## src/rtl/noise_lfsr.sv

```systemverilog
module noise_lfsr #(
  parameter int              LEN   = 23,
  parameter logic [LEN-1:0]  SEED  = 23'h7FFFF8,
  parameter int              FB_A  = 22,
  parameter int              FB_B  = 17,
  parameter int              OUT_W = 12
) (
  input  logic             clk,
  input  logic             rst_n,
  input  logic             acc_b19_prev,
  input  logic             acc_b19_now,
  input  logic             hold,
  output logic [OUT_W-1:0] noise_out,
  output logic [7:0]       tap_byte
);
  localparam int TAPS = 8;
  localparam int PAD  = OUT_W - TAPS;
  localparam int TAP_POS [TAPS] = '{22, 20, 16, 13, 11, 7, 4, 2};

  logic [LEN-1:0] lfsr;
  logic           step;
  logic           fb;

  assign step = ~acc_b19_prev & acc_b19_now & ~hold;
  assign fb   = lfsr[FB_A] ^ lfsr[FB_B];

  always_ff @(posedge clk or negedge rst_n) begin
    if (!rst_n)    lfsr <= SEED;
    else if (step) lfsr <= {lfsr[LEN-2:0], fb};
  end

  for (genvar i = 0; i < TAPS; i++) begin : g_tap
    assign tap_byte[TAPS-1-i] = lfsr[TAP_POS[i]];
  end

  assign noise_out = {tap_byte, {PAD{1'b0}}};

  AST_HOLD_FREEZE: assert property (@(posedge clk) disable iff (!rst_n)
    hold |=> $stable(lfsr));
  AST_NO_EDGE_STILL: assert property (@(posedge clk) disable iff (!rst_n)
    !(!acc_b19_prev && acc_b19_now) |=> $stable(lfsr));
  AST_STEP_SHIFT: assert property (@(posedge clk) disable iff (!rst_n)
    (!acc_b19_prev && acc_b19_now && !hold) |=> lfsr[LEN-1:1] == $past(lfsr[LEN-2:0]));
  AST_NEVER_ZERO: assert property (@(posedge clk) disable iff (!rst_n)
    lfsr != '0);
endmodule

```

## config.mk

```make
export PLATFORM = sky130hd
export DESIGN_NAME = noise_lfsr
export DESIGN_NICKNAME = d
export VERILOG_FILES = /design/src/rtl/noise_lfsr.sv
export SDC_FILE = /design/constraint.sdc
export NUM_CORES = 1
export LEC_CHECK = 0
export BUFFER_PORTS_ARGS = -buffer_cell sky130_fd_sc_hd__buf_2
export CAP_MARGIN = 20
export CORE_ASPECT_RATIO = 1.2
export CORE_MARGIN = 2
export CORE_UTILIZATION = 55
export CTS_BUF_LIST = sky130_fd_sc_hd__clkbuf_16
export DETAILED_ROUTE_END_ITERATION = 8
export HOLD_SLACK_MARGIN = 0.02
export PLACE_DENSITY = 0.88
export SYNTH_ARGS = -nofsm -noshare
export SYNTH_HDL_FRONTEND = slang
export SYNTH_SLANG_ARGS = --single-unit
export TNS_END_PERCENT = 1
```

## constraint.sdc

```tcl
create_clock -name clk -period 2.2 [get_ports clk]
set_clock_uncertainty 0.15 [all_clocks]
set_input_delay 0.33 -clock clk [delete_from_list [all_inputs] [get_ports clk]]
set_output_delay 0.33 -clock clk [all_outputs]
set_load 0.02 [all_outputs]
```

==> results.cfg <==
[place]
dpl.hpwl_um = 904
gp_congestion = 0.667
dpl.cell_count = 92
portBuffers = 20

[route]
vias = 474
drt_iter0_drc = 3
drc_errors = 0
ant_nets = 0
drt-pass1-iter-count = 2
routed_via_density = 4.89
wl_mm = 1.29
wl_per_cell_um = 13.3

[synthesis]
ys_ff_latch = 23
synth_area_leader_cell = dfstp_2
synth_fa_ha_area_share_pct = 0
netlist_top_cells_count = mux2_2 (22), buf_4 (20), dfstp_2 (20)
avgSynthCellArea_um2 = 15.0
synth_xor_area_share_pct = 0.824
synth.most_common_cell = mux2_2
synth-simple-area-share_pct = 1.76
syn_inst = 71
async_flop_share_pct = 100
synth_top_family_by_area = multiplexers
ys_warn_count = 0
seq_area_frac_synth_pct = 56.5
synth_area_leaders = dfstp_2 (49%), mux2_2 (23%), buf_4 (14%), dfrtp_1 (7.1%), buf_6 (2.1%)
synth-compound-area-share_pct = 0
syn_area_um2 = 1060
synth_edf_count = 0
yosys.area.top_type_share_pct = 49.4
ys.flop_type = dfstp_2
synth_cell_type_count = 9
synth_mux_area_share_pct = 24.4

[sta]
report.final.slew_viol_count = 0
tns_ns = 0
final_hold_viol_count = 0
rsz0062_at_grt = no
setup_violations = 0
whs_ns = 0.344
fin_crit_sh_pct = 65.8
fin_crit_ns = 1.45
timing.fmax_ghz = 0.690

[final_layout]
multi_input_area_um2 = 302
regArea_um2 = 601
diodes = 0
instances_no_fill = 97
final_layout_size_suffix_gt1_share_pct = 85.9
largest_reg_flops = 23
max_flop_register = lfsr
reg.largest.list = lfsr: 23 flops
utilization_pct = 61.4
num-fill-cells = 145
nNetsFinal = 84
syn2layout_area_growth_pct = 5.53

[critical_path]
path_class = register to output pin
r2r_start = lfsr[22]
cp_cell_sequence = buf_2
reg2regPathDepth = 2
r2r_slack_ns = 1.02
arrival_ns = 0.97
startpoint_type = register
crit_path_end_kind = output pin
required_ns = 1.72
crit_fanout = 4
path_delay_family = flip-flops
reg2reg_to = lfsr[0]
max_stage_delay_ns = 0.56
cp_num_buf_inv = 1
slowest_stage = dfstp_2

[min_path]
whs_path_depth = 1
hold_path.startpoint = lfsr[0]
holdPathEnd = lfsr[0]
min_path_type = register to register

[flow_run]
cap_violations = 0

[clocking]
cts_buffers = 3
clkSlewWorstSetupHoldPaths_ns = 0.05
cts.sinks = 23
cts_tree = built
htreeDepth = 1
clk_latency_ns = 0.25
postCtsSetupBuffers = 0
root_buffer = clkbuf_16
clockBufferDepth = 2

[grt]
grt_first_pass_wirelength_mm = 2.05
grt_max_degree = 24
globalRouteTotalUtil_pct = 12.4
grt_pass1_vias = 451
antenna_found_initial = 0
grt_overflow_total = 0

[die]
die_w_um = 44.1
dieArea_um2 = 2300
pin_count = 25
num_rows = 17
initial_core_util_pct = 58.1
coreArea_um2 = 1830
die_height_um = 52.2

[power_and_ir_drop]
powerDensity_nw_per_um2 = 735
p_total_mw = 0.824
p_leak_nw = 0.557
irDropWorstVdd_v = 0.000472

[outcome]
status = finished clean
## area by class of cell
cell class / count / share of cell area, %
multi-input cells: 29 / 26.9
clock inverters: 1 / 0.334
well taps: 19 / 2.12
flip-flops and latches: 23 / 53.5
repair buffers: 22 / 10.5
clock buffers: 3 / 6.69
## what timing repair did
action,CTS,global route
endpoints found under the setup margin,0,0
resized for setup,0,0
hold buffers,1,0
hold endpoints to repair,3,0
## how the worst max path moves through the flow
stage	from	end	slack, ns	depth (start not counted)
after detailed placement	acc_b19_prev	lfsr[2]	0.63	4
after global routing	lfsr[22]	tap_byte[7]	0.72	1
final	lfsr[22]	tap_byte[7]	0.75	1
after floorplan	acc_b19_prev	lfsr[1]	0.81	3
after CTS	lfsr[22]	noise_out[11]	0.74	1
after global placement	acc_b19_prev	lfsr[1]	0.65	4
## per-stage QoR
stage	cell area, um2	setup slack (ns)
floorplan	1070	0.809
global placement	1030	0.651
detailed placement	1030	0.625
CTS	1120	0.742
global route	1120	0.715
finish	1120	0.752
## logic make-up (layout without fill, tap and decap cells)
family                    Yosys count  count (layout)
xor gates and xnor gates            1               1
buffers and inverters              22              26
DFF                                23              23
muxes                              23              23
other                               1               4
and+or+nand+nor                     1               1
## cell usage in the layout (no fill, tap or decap)
master	count
dfstp_2	20
inv_1	1
mux2_1	1
dlygate4sd3_1	1
conb_1	4
xor2_1	1
buf_4	1
mux2_2	22
dfrtp_1	3
nor3b_4	1
buf_2	20
clkbuf_16	3
## where the power goes
group | switching (mW) | total, mW | internal [mW]
logic | 0.0212 | 0.0316 | 0.0104
clock network | 0.126 | 0.368 | 0.241
registers | 0 | 0.425 | 0.425
total | 0.147 | 0.824 | 0.677
## routing by layer
metal,routed length (um),global-route usage (%),vias to the layer above
met3,36,0,2
met4,27,9.09,0
met1,509,13.8,235
li1,-,-,226
met2,721,22.3,11
met5,0,0,-
Power figures use the tool's default switching activity.
